--- config.mk ---
export PLATFORM = sky130hd
export DESIGN_NAME = spi_cmd_slave
export DESIGN_NICKNAME = d
export VERILOG_FILES = /design/src/rtl/spi_cmd_pkg.sv /design/src/rtl/spi_pin_sync.sv /design/src/rtl/crc8_serial.sv /design/src/rtl/cmd_regfile.sv /design/src/rtl/spi_cmd_slave.sv
export SDC_FILE = /design/constraint.sdc
export NUM_CORES = 1
export LEC_CHECK = 0
export CAP_MARGIN = 10
export CELL_PAD_IN_SITES_DETAIL_PLACEMENT = 1
export CELL_PAD_IN_SITES_GLOBAL_PLACEMENT = 1
export CORE_MARGIN = 4
export CORE_UTILIZATION = 52
export CTS_CLUSTER_SIZE = 14
export DETAILED_ROUTE_END_ITERATION = 10
export DONT_BUFFER_PORTS = 1
export HOLD_SLACK_MARGIN = 0.06
export PLACE_DENSITY_LB_ADDON = 0.1
export SYNTH_ARGS = -nofsm -noshare
export SYNTH_HDL_FRONTEND = slang
export SYNTH_SLANG_ARGS = --single-unit
export TNS_END_PERCENT = 30
--- constraint.sdc ---
create_clock -name clk -period 2.9 [get_ports clk]
set_input_delay 0.435 -clock clk [delete_from_list [all_inputs] [get_ports clk]]
set_output_delay 0.435 -clock clk [all_outputs]
set_load 0.01 [all_outputs]
--- src/rtl/spi_cmd_pkg.sv ---
package spi_cmd_pkg;

  localparam logic [3:0] ADDR_PREFIX = 4'b1000;
  localparam logic [7:0] CRC_POLY    = 8'h07;

  typedef enum logic [2:0] {
    ST_IDLE,
    ST_FIRST,
    ST_CMD,
    ST_WR,
    ST_RD,
    ST_POLL,
    ST_IGN
  } slv_state_e;

  typedef enum logic [1:0] {
    CMD_NONE,
    CMD_WRITE,
    CMD_READ,
    CMD_POLL
  } cmd_kind_e;

  function automatic logic [7:0] crc8_shift(input logic [7:0] crc, input logic din);
    logic fb;
    fb = crc[7] ^ din;
    return {crc[6:0], 1'b0} ^ (fb ? CRC_POLY : 8'h00);
  endfunction

endpackage

--- src/rtl/spi_pin_sync.sv ---
module spi_pin_sync #(
  parameter int           W       = 3,
  parameter int           STAGES  = 2,
  parameter logic [W-1:0] RST_VAL = '0
) (
  input  logic         clk,
  input  logic         rst,
  input  logic [W-1:0] din,
  output logic [W-1:0] dout
);

  logic [W-1:0] chain [STAGES];

  for (genvar s = 0; s < STAGES; s++) begin : g_stage
    if (s == 0) begin : g_head
      always_ff @(posedge clk) begin
        if (rst) chain[s] <= RST_VAL;
        else     chain[s] <= din;
      end
    end else begin : g_tail
      always_ff @(posedge clk) begin
        if (rst) chain[s] <= RST_VAL;
        else     chain[s] <= chain[s-1];
      end
    end
  end

  assign dout = chain[STAGES-1];

endmodule

--- src/rtl/crc8_serial.sv ---
module crc8_serial
  import spi_cmd_pkg::*;
#(
  parameter logic [7:0] SEED = 8'hA5
) (
  input  logic       clk,
  input  logic       rst,
  input  logic       clr,
  input  logic       en,
  input  logic       din,
  output logic [7:0] crc
);

  always_ff @(posedge clk) begin
    if (rst)      crc <= SEED;
    else if (clr) crc <= SEED;
    else if (en)  crc <= crc8_shift(crc, din);
  end

  AST_CRC_RESEED: assert property (@(posedge clk) disable iff (rst)
    clr |=> (crc == SEED));

endmodule

--- src/rtl/cmd_regfile.sv ---
module cmd_regfile #(
  parameter int DEPTH = 6,
  parameter int AW    = 3
) (
  input  logic          clk,
  input  logic          rst,
  input  logic          we,
  input  logic [AW-1:0] waddr,
  input  logic [7:0]    wdata,
  input  logic [AW-1:0] ra_addr,
  output logic [7:0]    ra_data,
  input  logic [AW-1:0] rb_addr,
  output logic [7:0]    rb_data
);

  logic [7:0] mem [DEPTH];

  always_ff @(posedge clk) begin
    if (we) mem[waddr] <= wdata;
  end

  always_ff @(posedge clk) begin
    ra_data <= mem[ra_addr];
    rb_data <= mem[rb_addr];
  end

  AST_WADDR_RANGE: assert property (@(posedge clk) disable iff (rst)
    we |-> (int'(waddr) < DEPTH));

endmodule

--- src/rtl/spi_cmd_slave.sv ---
module spi_cmd_slave
  import spi_cmd_pkg::*;
#(
  parameter int         NUM_GROUPS  = 2,
  parameter int         GRP_LEN     = 3,
  parameter int         SYNC_STAGES = 2,
  parameter logic [7:0] OP_WR_BASE  = 8'h10,
  parameter logic [7:0] OP_RD_BASE  = 8'h20,
  parameter logic [7:0] OP_POLL     = 8'h30,
  parameter logic [7:0] CRC_SEED    = 8'hA5,
  // derived: register index width
  parameter int         RAW = (NUM_GROUPS * GRP_LEN > 1) ? $clog2(NUM_GROUPS * GRP_LEN) : 1
) (
  input  logic           clk,
  input  logic           rst,
  input  logic [3:0]     dev_addr,
  input  logic           spi_csb,
  input  logic           spi_sck,
  input  logic           spi_sdi,
  output logic           spi_sdo,
  output logic           spi_sdo_oe,
  input  logic           poll_level,
  output logic           poll_sel,
  input  logic [RAW-1:0] core_raddr,
  output logic [7:0]     core_rdata
);

  localparam int DEPTH = NUM_GROUPS * GRP_LEN;
  localparam int GW    = (NUM_GROUPS > 1) ? $clog2(NUM_GROUPS) : 1;
  localparam int IW    = $clog2(GRP_LEN + 2);

  // ---------------- pin synchronisation and edge detection
  logic [2:0] pins_s;
  logic       csb_s, sck_s, sdi_s, csb_d, sck_d;
  logic       sck_rise, sck_fall, csb_rise, csb_fall;

  spi_pin_sync #(.W(3), .STAGES(SYNC_STAGES), .RST_VAL(3'b110)) u_sync (
    .clk  (clk),
    .rst  (rst),
    .din  ({spi_csb, spi_sck, spi_sdi}),
    .dout (pins_s)
  );

  assign csb_s = pins_s[2];
  assign sck_s = pins_s[1];
  assign sdi_s = pins_s[0];

  always_ff @(posedge clk) begin
    if (rst) begin
      csb_d <= 1'b1;
      sck_d <= 1'b1;
    end else begin
      csb_d <= csb_s;
      sck_d <= sck_s;
    end
  end

  assign sck_rise = sck_s & ~sck_d;
  assign sck_fall = ~sck_s & sck_d;
  assign csb_rise = csb_s & ~csb_d;
  assign csb_fall = ~csb_s & csb_d;

  // ---------------- state
  slv_state_e      st_q;
  logic [6:0]      rx_sh;
  logic [2:0]      rx_bit;
  logic [GW-1:0]   grp_q;
  logic [IW-1:0]   wcnt;
  logic [IW-1:0]   tx_idx;
  logic [2:0]      tx_bit;
  logic            sdo_q, sdo_oe_q, poll_q;
  logic            commit_act;
  logic [IW-1:0]   commit_idx;
  logic [GW-1:0]   commit_grp;
  logic [7:0]      stage [GRP_LEN];
  logic [7:0]      stage_rd;

  // ---------------- receive path
  logic       rx_take, rx_done, cmd_slot, is_prefix, addr_match;
  logic [7:0] rx_byte;

  assign rx_take    = sck_rise && !csb_s &&
                      (st_q == ST_FIRST || st_q == ST_CMD || st_q == ST_WR);
  assign rx_byte    = {rx_sh, sdi_s};
  assign rx_done    = rx_take && (rx_bit == 3'd7);
  assign is_prefix  = (rx_byte[7:4] == ADDR_PREFIX);
  assign addr_match = (rx_byte[3:0] == dev_addr);
  assign cmd_slot   = (st_q == ST_CMD) || (st_q == ST_FIRST && !is_prefix);

  // ---------------- command decode
  cmd_kind_e     dec_kind;
  logic [GW-1:0] dec_grp;

  always_comb begin
    dec_kind = CMD_NONE;
    dec_grp  = '0;
    if (rx_byte == OP_POLL) begin
      dec_kind = CMD_POLL;
    end else if (int'(rx_byte) >= int'(OP_WR_BASE) &&
                 int'(rx_byte) <  int'(OP_WR_BASE) + NUM_GROUPS) begin
      dec_kind = CMD_WRITE;
      dec_grp  = GW'(rx_byte - OP_WR_BASE);
    end else if (int'(rx_byte) >= int'(OP_RD_BASE) &&
                 int'(rx_byte) <  int'(OP_RD_BASE) + NUM_GROUPS) begin
      dec_kind = CMD_READ;
      dec_grp  = GW'(rx_byte - OP_RD_BASE);
    end
  end

  // ---------------- write staging
  logic stage_we;
  assign stage_we = rx_done && (st_q == ST_WR) && (int'(wcnt) < GRP_LEN);

  for (genvar i = 0; i < GRP_LEN; i++) begin : g_stage
    always_ff @(posedge clk) begin
      if (stage_we && wcnt == IW'(i)) stage[i] <= rx_byte;
    end
  end

  always_comb begin
    stage_rd = 8'h00;
    for (int i = 0; i < GRP_LEN; i++) begin
      if (commit_idx == IW'(i)) stage_rd = stage[i];
    end
  end

  // ---------------- register file
  logic           ram_we;
  logic [RAW-1:0] ram_waddr, spi_raddr;
  logic [7:0]     rd_q;

  assign ram_we    = commit_act;
  assign ram_waddr = RAW'(int'(commit_grp) * GRP_LEN + int'(commit_idx));

  cmd_regfile #(.DEPTH(DEPTH), .AW(RAW)) u_regs (
    .clk     (clk),
    .rst     (rst),
    .we      (ram_we),
    .waddr   (ram_waddr),
    .wdata   (stage_rd),
    .ra_addr (spi_raddr),
    .ra_data (rd_q),
    .rb_addr (core_raddr),
    .rb_data (core_rdata)
  );

  // ---------------- transmit path and check byte
  logic       tx_in_data, tx_val, crc_clr, crc_en;
  logic [7:0] crc_val;

  assign tx_in_data = int'(tx_idx) < GRP_LEN;
  assign tx_val     = tx_in_data ? rd_q[3'd7 - tx_bit] : crc_val[3'd7 - tx_bit];
  assign spi_raddr  = tx_in_data ? RAW'(int'(grp_q) * GRP_LEN + int'(tx_idx))
                                 : RAW'(int'(grp_q) * GRP_LEN);
  assign crc_clr    = rx_done && cmd_slot && (dec_kind == CMD_READ);
  assign crc_en     = (st_q == ST_RD) && sck_fall && !csb_s && tx_in_data;

  crc8_serial #(.SEED(CRC_SEED)) u_crc (
    .clk (clk),
    .rst (rst),
    .clr (crc_clr),
    .en  (crc_en),
    .din (tx_val),
    .crc (crc_val)
  );

  // ---------------- main sequencer
  always_ff @(posedge clk) begin
    if (rst) begin
      st_q       <= ST_IDLE;
      rx_sh      <= '0;
      rx_bit     <= '0;
      grp_q      <= '0;
      wcnt       <= '0;
      tx_idx     <= '0;
      tx_bit     <= '0;
      sdo_q      <= 1'b1;
      sdo_oe_q   <= 1'b0;
      poll_q     <= 1'b0;
      commit_act <= 1'b0;
      commit_idx <= '0;
      commit_grp <= '0;
    end else begin
      if (commit_act) begin
        if (int'(commit_idx) == GRP_LEN - 1) commit_act <= 1'b0;
        else                                 commit_idx <= commit_idx + 1'b1;
      end

      if (csb_rise) begin
        st_q     <= ST_IDLE;
        sdo_oe_q <= 1'b0;
        poll_q   <= 1'b0;
        if (st_q == ST_WR && int'(wcnt) == GRP_LEN && rx_bit == 3'd0) begin
          commit_act <= 1'b1;
          commit_idx <= '0;
          commit_grp <= grp_q;
        end
      end else if (csb_fall) begin
        st_q   <= ST_FIRST;
        rx_bit <= '0;
        wcnt   <= '0;
      end else begin
        if (rx_take) begin
          rx_sh  <= rx_byte[6:0];
          rx_bit <= rx_bit + 3'd1;
        end
        if (stage_we) wcnt <= wcnt + 1'b1;

        if (rx_done && st_q == ST_FIRST && is_prefix) begin
          st_q <= addr_match ? ST_CMD : ST_IGN;
        end else if (rx_done && cmd_slot) begin
          case (dec_kind)
            CMD_WRITE: begin
              st_q  <= ST_WR;
              grp_q <= dec_grp;
              wcnt  <= '0;
            end
            CMD_READ: begin
              st_q   <= ST_RD;
              grp_q  <= dec_grp;
              tx_idx <= '0;
              tx_bit <= '0;
            end
            CMD_POLL: begin
              st_q     <= ST_POLL;
              poll_q   <= 1'b1;
              sdo_oe_q <= 1'b1;
              sdo_q    <= poll_level;
            end
            default: st_q <= ST_IGN;
          endcase
        end

        if (st_q == ST_RD && sck_fall) begin
          if (int'(tx_idx) <= GRP_LEN) begin
            sdo_q    <= tx_val;
            sdo_oe_q <= 1'b1;
            tx_bit   <= tx_bit + 3'd1;
            if (tx_bit == 3'd7) tx_idx <= tx_idx + 1'b1;
          end else begin
            sdo_oe_q <= 1'b0;
          end
        end

        if (st_q == ST_POLL) sdo_q <= poll_level;
      end
    end
  end

  assign spi_sdo    = sdo_q;
  assign spi_sdo_oe = sdo_oe_q;
  assign poll_sel   = poll_q;

  // ---------------- assertions
  AST_IDLE_QUIET: assert property (@(posedge clk) disable iff (rst)
    (st_q == ST_IDLE) |-> (!spi_sdo_oe && !poll_sel));

  AST_IGN_QUIET: assert property (@(posedge clk) disable iff (rst)
    (st_q == ST_IGN) |-> !spi_sdo_oe);

  AST_POLL_FOLLOW: assert property (@(posedge clk) disable iff (rst)
    (st_q == ST_POLL) |-> (spi_sdo == $past(poll_level) && spi_sdo_oe));

  AST_SDO_ON_FALL: assert property (@(posedge clk) disable iff (rst)
    (st_q == ST_RD && $past(st_q) == ST_RD && spi_sdo != $past(spi_sdo))
      |-> $past(sck_fall));

  AST_COMMIT_IDLE: assert property (@(posedge clk) disable iff (rst)
    ram_we |-> (st_q == ST_IDLE || st_q == ST_FIRST));

  AST_NO_OVERFLOW: assert property (@(posedge clk) disable iff (rst)
    int'(wcnt) <= GRP_LEN);

  AST_CRC_HOLD: assert property (@(posedge clk) disable iff (rst)
    (st_q == ST_RD && $past(st_q) == ST_RD && int'($past(tx_idx)) >= GRP_LEN)
      |-> $stable(crc_val));

endmodule

==> results.sh <==
export IMPL_cts_root_buf="clkbuf_16"
export IMPL_worstPathRequired_ps=3180
export IMPL_wirelength_mm=14.02
export IMPL_cts_sinks=135
export IMPL_antenna_found_initial=0
export IMPL_synth_most_common_cell="edfxtp_1"
export IMPL_synth_top_area_cell="edfxtp_1"
export IMPL_ys_seq_elements=135
export IMPL_rsz0062_at_grt="false"
export IMPL_arrival_ps=2710
export IMPL_cts_buffers=17
export IMPL_path_class="reg -> reg"
export IMPL_r2r_slack_ps=460
export IMPL_relSlewSlack=0.4961
export IMPL_drv_cap=0
export IMPL_power_frac_comb=0.014
export IMPL_grt_remaining_overflow=0
export IMPL_postSynthAreaPerCell_sq_um=12.11
export IMPL_p_per_area_mw_per_mm2=657.8
export IMPL_clk_pin_slew_ps=60
export IMPL_cts_resized=0
export IMPL_fill_cells=1137
export IMPL_internal_power_uw=3658
export IMPL_seq_power_share=0.446
export IMPL_period_minus_slack_ps=2436
export IMPL_synth_cells=500
export IMPL_fin_area_sq_mm=0.006898
export IMPL_ant_nets=0
export IMPL_dpl_hpwl_mm=9.382
export IMPL_start_util=0.5305
export IMPL_firstDrtPassIters=4
export IMPL_gp_congestion=0.7738
export IMPL_syn_nets=535
export IMPL_via_per_inst=5.868
export IMPL_grt_pass1_wl_mm=23.07
export IMPL_fin_skew_ps=7.040
export IMPL_worst_pin_slew_ps=740.0
export IMPL_hold_buffers=0
export IMPL_p_leak_uw=0.002571
export IMPL_synthToLayoutAreaGrowth_pct=13.88
export IMPL_cts_max_path_buffers=2
export IMPL_syn_area_sq_mm=0.006057
export IMPL_finalPower_uw=4537
export IMPL_postCtsSetupRepairBufs=0
export IMPL_ys_seq_area_frac=0.5652
export IMPL_switching_share=0.1938
export IMPL_wire_per_inst_um=21.21
export IMPL_vias=3879
export IMPL_critPathMaxFanout=17
export IMPL_die_w_um=115.9
export IMPL_diodes=0
export IMPL_fin_nets=540
export IMPL_synth_ff_type="edfxtp_1"
export IMPL_synth_cell_types=62
export IMPL_clock_fmax_mhz=410.4
export IMPL_synth_edf_count=72
export IMPL_fin_crit_sh=0.8402
export IMPL_vdd_drop_max_v=0.0004685
export IMPL_num_rows=39
export IMPL_clock_latency_ps=420
export IMPL_critPathLaunchType="flip-flop"
export IMPL_core_area_sq_mm=0.01142
export IMPL_ios=24
export IMPL_status="finished, final reports clean"
export IMPL_placed_area_sq_mm=0.006223
export IMPL_switchingPower_uw=879.2
export IMPL_tritoncts="done"
export IMPL_async_flop_share=0
export IMPL_netlist_top_cells_area="edfxtp_1 36%, dfxtp_1 21%, mux2i_1 5.9%, ha_1 4.1%, a21oi_1 3.4%"
export IMPL_grt_total_usage=0.2311
export IMPL_ys_warnings_count=0
export IMPL_holdWs_ps=85.22
export IMPL_synth_top_area_frac=0.3570
export IMPL_die_h_um=115.9
export IMPL_grt_pass1_vias=4159
export IMPL_io_buffers=0
export IMPL_drc=0
export IMPL_clkPwrFrac=0.541
export IMPL_yosys_top_cells_count="72 x edfxtp_1, 63 x dfxtp_1, 45 x nor2_1, 41 x a21oi_1, 36 x mux2i_1"
export IMPL_drtIter0Drc=252
export IMPL_htreeDepth=4
export IMPL_grt_max_degree=38
export IMPL_finalSetupViolCount=0
export IMPL_hold_viol_final=0
export IMPL_dieArea_sq_mm=0.01344
export IMPL_final_util=0.6041
export IMPL_drv_slew=0
export IMPL_drive_above_1_share=0.1544
export IMPL_min_path_type="in -> reg"
export IMPL_setup_tns_ps=0
export IMPL_worst_setup_path_end_kind="flip-flop"
==> layout make-up <==
type | count | area [sq um] | area share
Tap cell | 143 | 178.9 | 0.02594
Multi-Input combinational cell | 330 | 2509 | 0.3637
Inverter | 12 | 45.04 | 0.006530
Clock inverter | 15 | 249.0 | 0.03610
Sequential cell | 135 | 3423 | 0.4963
Timing Repair Buffer | 9 | 67.56 | 0.009795
Clock buffer | 17 | 425.4 | 0.06167
==> stage by stage <==
stage | instances | setup slack (ps)
floorplan | 500 | 467.5
finish | 661 | 463.6
global placement | 629 | 603.3
CTS | 661 | 460.6
global route | 661 | 347.4
detailed placement | 629 | 503.4
==> cell usage in the layout, fill, tap and decap left out, types with 2 or more instances in the layout <==
| master | synthesis | final |
|---|---|---|
| o211ai_1 | 8 | 8 |
| a21oi_2 | 2 | 2 |
| a32oi_1 | 2 | 2 |
| o21ai_0 | 9 | 9 |
| edfxtp_1 | 72 | 72 |
| nand3b_1 | 2 | 2 |
| and4b_1 | 2 | 2 |
| nand2b_1 | 3 | 3 |
| dfxtp_1 | 63 | 63 |
| clkinvlp_4 | 0 | 2 |
| mux4_1 | 4 | 4 |
| nor3_1 | 2 | 2 |
| bufinv_16 | 0 | 6 |
| mux2_2 | 8 | 8 |
| mux4_2 | 8 | 8 |
| nor4b_1 | 2 | 2 |
| and3_1 | 2 | 2 |
| nand2_1 | 33 | 33 |
| nor2b_1 | 7 | 7 |
| or2_2 | 8 | 8 |
| a21oi_1 | 41 | 41 |
| and2_1 | 4 | 4 |
| fa_1 | 2 | 2 |
| clkinv_2 | 0 | 2 |
| a22oi_1 | 9 | 9 |
| or2_1 | 3 | 3 |
| a211oi_1 | 2 | 2 |
| xnor2_1 | 9 | 9 |
| buf_4 | 0 | 9 |
| ha_1 | 20 | 20 |
| mux2i_1 | 36 | 35 |
| inv_1 | 12 | 12 |
| o21ai_1 | 4 | 4 |
| inv_6 | 0 | 3 |
| clkinv_4 | 0 | 2 |
| nand4b_1 | 2 | 2 |
| nand3_1 | 24 | 24 |
| nor2_1 | 45 | 45 |
| clkbuf_16 | 0 | 17 |
==> worst paths after layout <==
kind | from | to | depth (start not counted)
worst max-delay path | tx_idx[0] | u_regs.ra_data[7] | 5
worst max register to register | tx_idx[0] | u_regs.ra_data[7] | 5
worst min register to register | u_sync.chain[0][1] | u_sync.chain[1][1] | 1
worst min-delay path | rst | tx_bit[2] | 1
==> cells by family after synthesis <==
| family | count (synthesis) | share of synthesized area |
|---|---|---|
| simple gates | 152 | 0.1326 |
| flops | 135 | 0.5652 |
| compound gates | 88 | 0.09069 |
| mux | 57 | 0.1237 |
| buf+inv | 35 | 0.02272 |
| fa+ha+maj | 22 | 0.04792 |
| xor+xnor | 11 | 0.01715 |
==> sequential cells by signal, summed over array words and instances (netlist names), 3 cells and up <==
register and count:
stage 24, wcnt 3, u_sync.chain 6, tx_idx 3, u_regs.mem 48, u_regs.rb_data 8
rx_sh 7, st_q 3, u_crc.crc 8, u_regs.ra_data 8, commit_idx 3, rx_bit 3
tx_bit 3
==> power groups by stage <==
stage	clock network [uW]	registers [uW]	logic (uW)
floorplan	0	2060	63.8
global route	2590	2020	67.1
detailed placement	0	2060	61.3
finish	2450	2020	61.5
global placement	0	2060	58.3
CTS	2490	2020	61.7
==> critical path: stages (launching register included) <==
cell	delay, ps
dfxtp_1	390
a21oi_2	430
mux2i_4	740
mux2_2	420
o211ai_1	190
o21ai_0	120
==> routing by layer <==
metal	GRT usage	vias to the layer above	part of all wire
li1	-	1850	-
met3	0.04543	24	0.027
met2	0.3809	58	0.50
met1	0.2998	1947	0.46
met5	0	-	0
met4	0.09667	0	0.020
Power figures use the tool's default switching activity.
